<file path="src/rtl/vsm_pkg.sv">
package vsm_pkg;

  typedef enum logic [1:0] {
    KIND_READ  = 2'b00,
    KIND_WRITE = 2'b01,
    KIND_EXEC  = 2'b10,
    KIND_RSVD  = 2'b11
  } accessKind_t;

  localparam logic [1:0] SEL_INSTR = 2'd1;
  localparam logic [1:0] SEL_DATA  = 2'd2;

  // Strobes from control to datapath, all single-cycle
  typedef struct packed {
    logic loadPass;    // passthrough result into output regs
    logic loadDirect;  // segment remap result into output regs
    logic capture;     // latch request for paged lookup
    logic loadTlb;     // lookup answer into output regs
  } ctrlStrobe_t;

endpackage

</file>
<file path="src/rtl/vsm_nibble_pick.sv">
module vsm_nibble_pick #(
  parameter int SEG_W = 4
) (
  input  logic [SEG_W-1:0]                 seg,
  input  logic [(SEG_W << (SEG_W-1))-1:0]  baseLo,
  input  logic [(SEG_W << (SEG_W-1))-1:0]  baseHi,
  output logic [SEG_W-1:0]                 physSeg
);
  localparam int PER_REG = 1 << (SEG_W - 1);
  localparam int IDX_W   = SEG_W - 1;

  logic [SEG_W-1:0] loNib [PER_REG];
  logic [SEG_W-1:0] hiNib [PER_REG];
  logic [IDX_W-1:0] slot;

  for (genvar g = 0; g < PER_REG; g++) begin : g_split
    assign loNib[g] = baseLo[g*SEG_W +: SEG_W];
    assign hiNib[g] = baseHi[g*SEG_W +: SEG_W];
  end

  assign slot    = seg[IDX_W-1:0];
  assign physSeg = seg[SEG_W-1] ? hiNib[slot] : loNib[slot];

endmodule

</file>
<file path="src/rtl/vsm_datapath.sv">
module vsm_datapath
  import vsm_pkg::*;
#(
  parameter int ADDR_W = 32,
  parameter int SEG_W  = 4,
  parameter int PERM_W = 3
) (
  input  logic                             clk,
  input  logic                             rst_n,
  input  ctrlStrobe_t                      strobe,
  input  logic [ADDR_W-1:0]                reqAddr,
  input  logic [1:0]                       reqKind,
  input  logic                             reqUser,
  input  logic [1:0]                       cfgEnable,
  input  logic [(1<<SEG_W)-1:0]            cfgSegMask,
  input  logic [(SEG_W << (SEG_W-1))-1:0]  cfgBaseLo,
  input  logic [(SEG_W << (SEG_W-1))-1:0]  cfgBaseHi,
  input  logic [ADDR_W-1:0]                tlbRspPhys,
  input  logic [PERM_W-1:0]                tlbRspPerm,
  input  logic                             tlbRspMiss,
  output logic                             pathPass,
  output logic                             pathDirect,
  output logic [ADDR_W-1:0]                tlbReqAddr,
  output logic [1:0]                       tlbReqKind,
  output logic                             tlbReqUser,
  output logic                             tlbReqInstr,
  output logic [1:0]                       routeSel,
  output logic [ADDR_W-1:0]                rspPhys,
  output logic [PERM_W-1:0]                rspPerm,
  output logic                             rspMiss
);
  localparam int OFF_W = ADDR_W - SEG_W;
  localparam logic [PERM_W-1:0] PERM_ALL = {PERM_W{1'b1}};

  logic [SEG_W-1:0]  reqSeg;
  logic [SEG_W-1:0]  physSeg;
  logic [ADDR_W-1:0] directPhys;
  logic [ADDR_W-1:0] pendAddr;
  logic [1:0]        pendKind;
  logic              pendUser;

  assign reqSeg     = reqAddr[ADDR_W-1 -: SEG_W];
  assign pathPass   = ~|cfgEnable;
  assign pathDirect = !reqUser && cfgSegMask[reqSeg];

  vsm_nibble_pick #(.SEG_W(SEG_W)) uPick (
    .seg    (reqSeg),
    .baseLo (cfgBaseLo),
    .baseHi (cfgBaseHi),
    .physSeg(physSeg)
  );

  assign directPhys = {physSeg, reqAddr[OFF_W-1:0]};

  // Pending request for the paged path
  always_ff @(posedge clk) begin
    if (!rst_n) begin
      pendAddr <= '0;
      pendKind <= KIND_READ;
      pendUser <= 1'b0;
    end else if (strobe.capture) begin
      pendAddr <= reqAddr;
      pendKind <= reqKind;
      pendUser <= reqUser;
    end
  end

  assign tlbReqAddr  = pendAddr;
  assign tlbReqKind  = pendKind;
  assign tlbReqUser  = pendUser;
  assign tlbReqInstr = (pendKind == KIND_EXEC);
  assign routeSel    = tlbReqInstr ? SEL_INSTR : SEL_DATA;

  // Result registers
  always_ff @(posedge clk) begin
    if (!rst_n) begin
      rspPhys <= '0;
      rspPerm <= '0;
      rspMiss <= 1'b0;
    end else begin
      unique case (1'b1)
        strobe.loadPass: begin
          rspPhys <= reqAddr;
          rspPerm <= PERM_ALL;
          rspMiss <= 1'b0;
        end
        strobe.loadDirect: begin
          rspPhys <= directPhys;
          rspPerm <= PERM_ALL;
          rspMiss <= 1'b0;
        end
        strobe.loadTlb: begin
          rspPhys <= tlbRspPhys;
          rspPerm <= tlbRspPerm;
          rspMiss <= tlbRspMiss;
        end
        default: ;
      endcase
    end
  end

endmodule

</file>
<file path="src/rtl/vsm_control.sv">
module vsm_control
  import vsm_pkg::*;
(
  input  logic        clk,
  input  logic        rst_n,
  input  logic        reqValid,
  input  logic        pathPass,
  input  logic        pathDirect,
  input  logic        tlbRspValid,
  output ctrlStrobe_t strobe,
  output logic        reqReady,
  output logic        tlbReqValid,
  output logic        rspValid,
  output logic        waiting
);
  typedef enum logic {ST_IDLE, ST_WAIT} state_t;

  state_t stateQ;
  logic   accept;

  assign accept   = reqValid && (stateQ == ST_IDLE);
  assign reqReady = (stateQ == ST_IDLE);
  assign waiting  = (stateQ == ST_WAIT);

  always_comb begin
    strobe            = '0;
    strobe.loadPass   = accept && pathPass;
    strobe.loadDirect = accept && !pathPass && pathDirect;
    strobe.capture    = accept && !pathPass && !pathDirect;
    strobe.loadTlb    = waiting && tlbRspValid;
  end

  always_ff @(posedge clk) begin
    if (!rst_n) begin
      stateQ      <= ST_IDLE;
      rspValid    <= 1'b0;
      tlbReqValid <= 1'b0;
    end else begin
      rspValid    <= strobe.loadPass | strobe.loadDirect | strobe.loadTlb;
      tlbReqValid <= strobe.capture;
      if (strobe.capture)      stateQ <= ST_WAIT;
      else if (strobe.loadTlb) stateQ <= ST_IDLE;
    end
  end

endmodule

</file>
<file path="src/rtl/vaddr_segment_mapper.sv">
module vaddr_segment_mapper
  import vsm_pkg::*;
#(
  parameter int ADDR_W = 32,
  parameter int SEG_W  = 4,
  parameter int PERM_W = 3
) (
  input  logic                             clk,
  input  logic                             rst_n,
  input  logic                             reqValid,
  output logic                             reqReady,
  input  logic [ADDR_W-1:0]                reqAddr,
  input  logic [1:0]                       reqKind,
  input  logic                             reqUser,
  input  logic [1:0]                       cfgEnable,
  input  logic [(1<<SEG_W)-1:0]            cfgSegMask,
  input  logic [(SEG_W << (SEG_W-1))-1:0]  cfgBaseLo,
  input  logic [(SEG_W << (SEG_W-1))-1:0]  cfgBaseHi,
  input  logic [1:0]                       selIdle,
  output logic [1:0]                       mmuSel,
  output logic                             tlbReqValid,
  output logic [ADDR_W-1:0]                tlbReqAddr,
  output logic [1:0]                       tlbReqKind,
  output logic                             tlbReqUser,
  output logic                             tlbReqInstr,
  input  logic                             tlbRspValid,
  input  logic [ADDR_W-1:0]                tlbRspPhys,
  input  logic [PERM_W-1:0]                tlbRspPerm,
  input  logic                             tlbRspMiss,
  output logic                             rspValid,
  output logic [ADDR_W-1:0]                rspPhys,
  output logic [PERM_W-1:0]                rspPerm,
  output logic                             rspMiss
);
  ctrlStrobe_t strobe;
  logic        pathPass;
  logic        pathDirect;
  logic        waiting;
  logic [1:0]  routeSel;

  vsm_control uCtrl (
    .clk        (clk),
    .rst_n      (rst_n),
    .reqValid   (reqValid),
    .pathPass   (pathPass),
    .pathDirect (pathDirect),
    .tlbRspValid(tlbRspValid),
    .strobe     (strobe),
    .reqReady   (reqReady),
    .tlbReqValid(tlbReqValid),
    .rspValid   (rspValid),
    .waiting    (waiting)
  );

  vsm_datapath #(.ADDR_W(ADDR_W), .SEG_W(SEG_W), .PERM_W(PERM_W)) uData (
    .clk        (clk),
    .rst_n      (rst_n),
    .strobe     (strobe),
    .reqAddr    (reqAddr),
    .reqKind    (reqKind),
    .reqUser    (reqUser),
    .cfgEnable  (cfgEnable),
    .cfgSegMask (cfgSegMask),
    .cfgBaseLo  (cfgBaseLo),
    .cfgBaseHi  (cfgBaseHi),
    .tlbRspPhys (tlbRspPhys),
    .tlbRspPerm (tlbRspPerm),
    .tlbRspMiss (tlbRspMiss),
    .pathPass   (pathPass),
    .pathDirect (pathDirect),
    .tlbReqAddr (tlbReqAddr),
    .tlbReqKind (tlbReqKind),
    .tlbReqUser (tlbReqUser),
    .tlbReqInstr(tlbReqInstr),
    .routeSel   (routeSel),
    .rspPhys    (rspPhys),
    .rspPerm    (rspPerm),
    .rspMiss    (rspMiss)
  );

  // Routed selector while a lookup is outstanding, idle value otherwise
  assign mmuSel = waiting ? routeSel : selIdle;

endmodule

</file>
<file path="config.mk">
export PLATFORM = sky130hd
export DESIGN_NAME = vaddr_segment_mapper
export DESIGN_NICKNAME = d
export VERILOG_FILES = /design/src/rtl/vsm_pkg.sv /design/src/rtl/vsm_nibble_pick.sv /design/src/rtl/vsm_datapath.sv /design/src/rtl/vsm_control.sv /design/src/rtl/vaddr_segment_mapper.sv
export SDC_FILE = /design/constraint.sdc
export NUM_CORES = 1
export LEC_CHECK = 0
export ABC_AREA = 0
export CORE_AREA = 3 3 91 93
export DETAILED_ROUTE_END_ITERATION = 10
export DIE_AREA = 0 0 94 96
export DONT_BUFFER_PORTS = 1
export PLACE_DENSITY = 0.67
export SYNTH_ARGS = -nofsm -noshare
export SYNTH_HDL_FRONTEND = slang
export SYNTH_SLANG_ARGS = --single-unit
</file>
<file path="constraint.sdc">
create_clock -name clk -period 2.7 [get_ports clk]
set_input_delay 0 -clock clk [delete_from_list [all_inputs] [get_ports clk]]
set_output_delay 0 -clock clk [all_outputs]
set_load 0.01 [all_outputs]
</file>
Word level (Yosys, flattened, before mapping)
Index checks and enable logic that the tools add are counted.

operators by class
  muxes and demuxes = 16
  reduce and logical (&&, ||, !) cells = 15
  bitwise logic cells = 4
  eq/ne operators = 1
  magnitude comparators = 2

operators with widths
  kind                                                         count
  one-hot mux 32 bit (3 select lines)                          1
  binary-select mux 4 bit (select 3 bit)                       2
  2-to-1 mux 4 bit                                             5
  logical AND 1 bit                                            7
  one-hot mux 3 bit (2 select lines)                           1
  less-than comparator 4 x 5 -> 1 bit (second input constant)  1
  binary-select mux 1 bit (select 4 bit)                       1
  greater-or-equal comparator 4 bit (second input constant)    1
  2-to-1 mux 2 bit                                             2
  inverter 3 -> 4 bit                                          1
  nonzero test 2 bit                                           2
  OR reduction 2 bit                                           2
  zero test 1 bit                                              3
  2-to-1 mux 1 bit                                             3
  nonzero test 3 bit                                           1
  equality test 2 bit (second input constant)                  1
  OR 1 bit                                                     2
  one-hot mux 1 bit (2 select lines)                           1
  inverter 1 bit                                               1

word-level totals
  flip-flop bits (word level) = 74
  logic and storage cells = 47

Depth between registers and ports, before layout
Gate-level depths: netlist (run 1).

  word-level depth = 6
  gate-level depth with buffers = 9
  gate-level depth less buffers = 6

Modules after synthesis
Synthesis (run 1) repeated with hierarchy kept, for this count alone.

unflattened totals
  cells, all modules = 324
  area, all modules = 3643.5 um^2

by module, submodules not included
  module                cells an instance  seq. area each (um^2)  area an instance (um^2)  times used
  vsm_datapath          268                1421.4                 2919.0                   1
  vsm_nibble_pick       39                 0.0                    554.3                    1
  vsm_control           15                 60.1                   147.6                    1
  vaddr_segment_mapper  2                  0.0                    22.5                     1

Worst setup path before layout (run 1)
No wires, ideal clock.

  kind = input port to flip-flop
  start point = in reqAddr[28]
  end point = reg uData.rspPhys[10]
  arrival time = 1470 ps
  path buffers = 3
  setup slack = 1114 ps
  cell stages on the path = 8
  path through = buf_6 -> mux2_2 -> a32o_1 -> o211ai_2 -> nand4_2 -> buf_6 -> buf_6 -> o211a_1

between the ends
  longest elaborated chain between the ends = 5

RTL lines
  item                                                                              RTL line                    text
  start: declaration                                                                vaddr_segment_mapper.sv:12  input logic [ADDR_W-1:0] reqAddr,
  binary-select mux 1 bit (select 4 bit) (*)                                        vsm_datapath.sv:44          assign pathDirect = !reqUser && cfgSegMask[reqSeg];
  2-to-1 mux 1 bit (not written as such) (*)                                        vsm_datapath.sv:44
  logical AND 1 bit (*)                                                             vsm_datapath.sv:44
  logical AND 1 bit (*)                                                             vsm_control.sv:28           strobe.loadDirect = accept && !pathPass && pathDirect;
  one-hot mux 32 bit (3 select lines) / nonzero test 3 bit (equally long branches)  n/a
  end signal: assignment                                                            vsm_datapath.sv:83          rspPhys <= reqAddr;
  end signal: assignment                                                            vsm_datapath.sv:88          rspPhys <= directPhys;
  end signal: assignment                                                            vsm_datapath.sv:93          rspPhys <= tlbRspPhys;
  end: declaration                                                                  vsm_datapath.sv:28          output logic [ADDR_W-1:0] rspPhys,

Every way passes the cells marked *; elsewhere a longest branch is shown, timed or not. The select of a mux whose other input is x is not followed.
A chain may end at the register's enable or synchronous reset.

Final worst setup path (run 1)
  start point = reg uCtrl.stateQ (netlist: uCtrl.waiting)
  end point = reg uData.rspPhys[19]

between the ends
  longest elaborated chain between the ends = 5

RTL lines
  item                                                                              RTL line           text
  start: declaration                                                                vsm_control.sv:18  state_t stateQ;
  start signal: assignment                                                          vsm_control.sv:35  stateQ <= ST_IDLE;
  start signal: assignment                                                          vsm_control.sv:41  if (strobe.capture) stateQ <= ST_WAIT;
  start signal: assignment                                                          vsm_control.sv:42  else if (strobe.loadTlb) stateQ <= ST_IDLE;
  inverter 1 bit                                                                    vsm_control.sv:21  assign accept = reqValid && (stateQ == ST_IDLE);
  logical AND 1 bit                                                                 vsm_control.sv:21
  logical AND 1 bit (2 in a row)                                                    vsm_control.sv:28
  one-hot mux 32 bit (3 select lines) / nonzero test 3 bit (equally long branches)  n/a

Parallel ways exist; a longest one is shown, timed or not.

==> results.toml, run 1 <==
[placed_design]
dp_hpwl_um = 8180
postPlaceCellArea_um2 = 3930
io_buffer_count = 0
gp_congestion = 0.811
dp_slack_ps = 898

[clock_tree]
htreeDepth = 3
clock_path_buffers = 2
post_cts_buffers = 0
cts-root-buf = "clkbuf_8"
clkLatencyLatePin_ps = 330
clk_pin_slew_worst_paths_ps = 80
cts_tree = "done"
cts_sinks = 74
cts_made_buffers = 9

[grt]
global_route.usage.met3_pct = 7.74
gr-max-usage-layer = "met2"
grt_use_total_pct = 25.7
grt_pass1_wl_um = 17800
globalRouteMet2Util_pct = 46.0
grt_max_degree = 109
met1_usage_pct = 28.6
grt_pass1_vias = 3460
antenna_found_initial = 2
overflow = 0

[route]
drc = 0
wire_per_inst_um = 20.4
vias = 3526
drtIter0Drc = 122
drt_first_pass_iters = 4
drtAntennaViolNets = 0
wl_um = 12200
avgViaCountPerCell = 5.91

[synthesis]
synth_area_um2 = 4000
syn_inst = 432
async_flop_share_pct = 0
synth_seq_area_share_pct = 37.0
synth_warnings = 0
yosys.cell_types.count = 39
ys.flop_type = "dfxtp_1"
synth_fp_nets = 591
synth_edf_count = 0
avgSynthCellArea_um2 = 9.26
synth-seq-cells = 74

[power]
p_switching_w = 0.000770
leakagePower_nw = 2.11
pwr-share-comb_pct = 19.2
ir_drop_mv = 0.334
power.density_nw_per_um2 = 542
p_int_w = 0.00193
seqPwrFrac_pct = 48.7
clkPwrFrac_pct = 32.1
sw_frac_of_total_pct = 28.5

[final_layout]
drive_gt1_share_pct = 10.3
fin_nets = 647
multi_input_area_um2 = 2240
final_common_cell = "nand2_1"
n_fill_cell = 614
stdcell_area_um2 = 4980
layout_common_cells = "nand2_1, dlygate4sd3_1, dfxtp_1, nand3_1, mux2i_1"
area_growth_pct = 24.6
seqCellArea_um2 = 1480

[setup_path]
end_kind = "flop"
cp.arrival_ps = 2610
startpoint_type = "flop"
r2r-start = "uCtrl.waiting"
rrSetupSlack_ps = 310
ff2ff_path_depth = 8
required_ps = 2930
critPathKind = "flop to flop"
cp_max_fo = 67
r2r_end = "uData.rspPhys[19]"

[floorplan]
core_area_um2 = 7610
num_rows = 32
initial_core_util_pct = 52.6
die_w_um = 94
die_y_um = 96
dieArea_um2 = 9020
num_io_pins = 236

[timing]
finalSetupViolations = 0
worstMarginPinSlew_ps = 661
final.min_clock_period_ps = 2390
slew_viol_final = 0
hold_viol_final = 0
rsz0062_at_grt = "no"
finClkSkew_ps = 9.12
timing.final.crit_share_pct = 88.3
setup_tns_ps = 0
setup_ws_ps = 315
max-slew-margin-rel_pct = 55.8
fmax_mhz = 419

[hold_path]
worstHoldPathType = "input pin to flop"
min_path_cells = 2
hold_path_startpoint = "cfgEnable[0]"
worstHoldEndpoint = "uData.tlbReqUser"

[run]
maxCapViolCount = 0

[outcome]
status = "complete, no violations"
layout make-up:
cell class                      instances  area share (%)
Antenna cell                            2           0.100
Clock buffer                           10            2.76
Clock inverter                          6            1.28
Inverter                                5           0.377
Multi-Input combinational cell        311            45.0
Sequential cell                        74            29.7
Tap cell                              102            2.56
Timing Repair Buffer                   87            18.1
sequential cells by signal, indices dropped and copies added, names as in the netlist, 2 cells and up:
register,flops
uData.rspPerm,3
uData.rspPhys,32
uData.tlbReqAddr,32
uData.tlbReqKind,2
worst max-delay path, stage by stage, from the launching register on:
cell,delay [ps]
dfxtp_1,340
nor2b_1,180
nor3b_1,320
nand3_1,160
nand4_2,130
buf_12,300
nand3_1,130
dlygate4sd3_1,580
o211a_1,120
routing by layer:
metal  part of all wire [%]  vias to the layer above  routed length [um]
met1                     37                     1681                4500
li1                       -                     1655                   -
met5                      0                        -                   0
met3                    7.9                       26                 963
met2                     52                      164                6340
met4                    2.9                        0                 352
cells in the mapped netlist (all sizes together), types with 2 or more instances:
library cell / n / area share [%]
o211ai: 3 / 0.69
a211oi: 2 / 0.38
and2: 9 / 1.4
a21oi: 2 / 0.53
o211a: 28 / 7.0
dfxtp: 74 / 37
nor2b: 3 / 0.47
nand2b: 3 / 0.47
o21a: 2 / 0.38
clkbuf: 24 / 2.3
a31oi: 6 / 0.94
mux2i: 41 / 10
nand3: 62 / 7.8
nor2: 6 / 0.97
o21ai: 8 / 1.1
mux2: 2 / 0.66
o221a: 3 / 0.84
buf: 18 / 4.1
nand2: 104 / 9.8
inv: 5 / 0.47
mux4: 18 / 10
metrics by stage:
stage	power, W	instances	hold WS [ps]	utilization [%]
6_report	0.00270	597	38.4	65.5
5_1_grt	0.00283	597	37.2	65.5
3_5_place_dp	0.00172	496	131	51.6
3_3_place_gp	0.00170	496	135	51.6
4_1_cts	0.00272	595	17.7	65.4
2_1_floorplan	0.00169	432	133	-
power groups by stage:
stage	sequential [W]	combinational [W]	clock (W)
2_1_floorplan	0.00131	0.000385	0
3_3_place_gp	0.00134	0.000365	0
3_5_place_dp	0.00134	0.000376	0
4_1_cts	0.00132	0.000514	0.000886
5_1_grt	0.00132	0.000564	0.000938
6_report	0.00132	0.000518	0.000865
worst max path at each step:
stage,startpoint,to,slack [ps],cells after the start
3_3_place_gp,uCtrl.waiting,uData.rspMiss,950,5
4_1_cts,uCtrl.waiting,uData.rspPhys[17],370,8
5_1_grt,uCtrl.waiting,uData.rspPhys[19],120,8
2_1_floorplan,reqAddr[28],uData.rspPhys[10],1110,8
3_5_place_dp,uCtrl.waiting,uData.rspPhys[5],900,7
6_report,uCtrl.waiting,uData.rspPhys[19],310,8
timing repair:
item	in CTS	in global routing
endpoints found under the hold margin	74	0
resized for setup	0	0
hold buffers	83	0
cell families (layout without fill, tap and decap cells):
group | Yosys count | after routing | synth area share, %
AO/OA/AOI/OAI | 61 | 61 | 13.7
buffers and inverters | 47 | 108 | 6.85
flip-flops | 74 | 74 | 37.0
multiplexers | 61 | 61 | 21.1
other | 0 | 2 | 0
AND/OR/NAND/NOR | 189 | 189 | 21.3
Note: power is estimated with default switching activity, not from simulation.
==> inputs of run 2 (changes only) <==
==> constraint.sdc (replaced) <==
create_clock -name clk -period 2.7 [get_ports clk]
set_input_delay 0.27 -clock clk [delete_from_list [all_inputs] [get_ports clk]]
set_output_delay 0.27 -clock clk [all_outputs]
set_load 0.01 [all_outputs]
==> run 2 against run 1 <==
Compared with the run above:
- sequential share of layout area up 5.8 points
- maximum frequency up 25%
- die area stayed put
- sequential power barely moved
- core utilization down 11 points
- worst setup slack gained 480 ps
- critical path type unchanged
- final cell count fell by 14%
- clock power is 12% higher
- largest power group unchanged
- total power shrank 1.7%
- wire length shrank 11%
- largest cell class unchanged
- flip-flop and latch count is the same
- register-to-register slack better by 480 ps
==> results.toml, run 2 (synthesis gave the netlist of run 1 again) <==
[route]
vias = 3144
drc = 0
drtAntennaViolNets = 0
wl_um = 10800
drtIter0Drc = 123
avgViaCountPerCell = 6.09
wire_per_inst_um = 20.9
drt_first_pass_iters = 4

[setup_path]
required_ps = 2930
cp_max_fo = 38
end_kind = "flop"
startpoint_type = "flop"
critPathKind = "flop to flop"
cp.arrival_ps = 2140

[final_layout]
stdcell_count = 516
final_core_util_pct = 54.8
seqCellArea_um2 = 1480
layout_common_cells = "nand2_1, dfxtp_1, nand3_1, mux2i_1, o211a_1"
n_fill_cell = 708
fin_nets = 566
multi_input_area_um2 = 2240
drive_gt1_share_pct = 12.6
area_growth_pct = 4.19
final_common_cell = "nand2_1"

[power]
leakagePower_nw = 1.84
ir_drop_mv = 0.271
power.density_nw_per_um2 = 637

[timing]
finalSetupViolations = 0
final.min_clock_period_ps = 1910
worstMarginPinSlew_ps = 585
rsz0062_at_grt = "no"
setup_tns_ps = 0
fmax_mhz = 524
timing.final.crit_share_pct = 70.7
finClkSkew_ps = 11.2
max-slew-margin-rel_pct = 60.7
hold_viol_final = 0
slew_viol_final = 0

[clock_tree]
htreeDepth = 3
clkLatencyLatePin_ps = 340
cts-root-buf = "clkbuf_8"
clock_path_buffers = 2
cts_resized = 0
cts_made_buffers = 9
clk_pin_slew_worst_paths_ps = 90
cts_tree = "done"
cts_hold_buf = 0
cts_sinks = 74
post_cts_buffers = 0

[floorplan]
num_io_pins = 236
num_rows = 32
die_y_um = 96
dieArea_um2 = 9020
die_w_um = 94
initial_core_util_pct = 52.6
core_area_um2 = 7610

[grt]
antenna_found_initial = 3
grt_use_total_pct = 22.8
grt_pass1_wl_um = 15800
grt_pass1_vias = 2973
grt_max_degree = 109
overflow = 0

[placed_design]
gp_congestion = 0.851
dp_hpwl_um = 8090
placed_cells = 498
io_buffer_count = 0

[run]
maxCapViolCount = 0

[outcome]
status = "complete, no violations"

[hold_path]
worstHoldPathType = "input pin to flop"
-- run 2: final timing paths --
check	from	to	slack (ps)	cells past startpoint
setup reg to reg	uCtrl.waiting	uData.rspPhys[15]	790	7
setup / recovery	uCtrl.waiting	uData.rspPhys[15]	790	7
hold reg to reg	uData.tlbReqAddr[23]	uData.tlbReqAddr[23]	510	2
hold / removal	reqAddr[14]	uData.tlbReqAddr[14]	60	2
-- run 2: power breakdown --
part	total [W]	switching (W)	leakage (nW)	internal, W
Clock	0.000973	0.000417	0.117	0.000555
Sequential	0.00131	0.000119	0.608	0.00119
Combinational	0.000369	0.000177	1.12	0.000193
Total	0.00265	0.000713	1.84	0.00194
-- run 2: metrics by stage --
stage | hold WS [ps] | power, W | area, um^2 | worst slack [ps]
3_3_place_gp | 404 | 0.00170 | 3930 | 739
5_1_grt | 27.4 | 0.00278 | 4170 | 578
4_1_cts | 31.9 | 0.00268 | 4160 | 779
3_5_place_dp | 409 | 0.00171 | 3930 | 703
6_report | 59.3 | 0.00265 | 4170 | 791
2_1_floorplan | 412 | 0.00169 | 4000 | 844
-- run 2: critical path: stages, from the launching register on --
cell and delay [ps]:
dfxtp_1 340, buf_4 370, nand2_1 120, buf_4 230, nand4_2 120, buf_4 320, nand3_1 130, o211a_1 150
-- run 2: cell type report --
cell class	count	area share, %
tap	102	3.06
sequential	74	35.6
antenna	2	0.120
inverter	5	0.450
timing repair buffer	6	1.38
clock buffer	10	3.30
clock inverter	6	2.28
multi-input combinational	311	53.8
-- run 2: per-layer routing --
metal | vias up | track usage [%] | part of all wire, %
met5 | - | 0 | 0.10
met2 | 160 | 40.9 | 53
li1 | 1497 | - | -
met1 | 1477 | 25.4 | 36
met3 | 8 | 7.74 | 9.4
met4 | 2 | 7.82 | 1.2
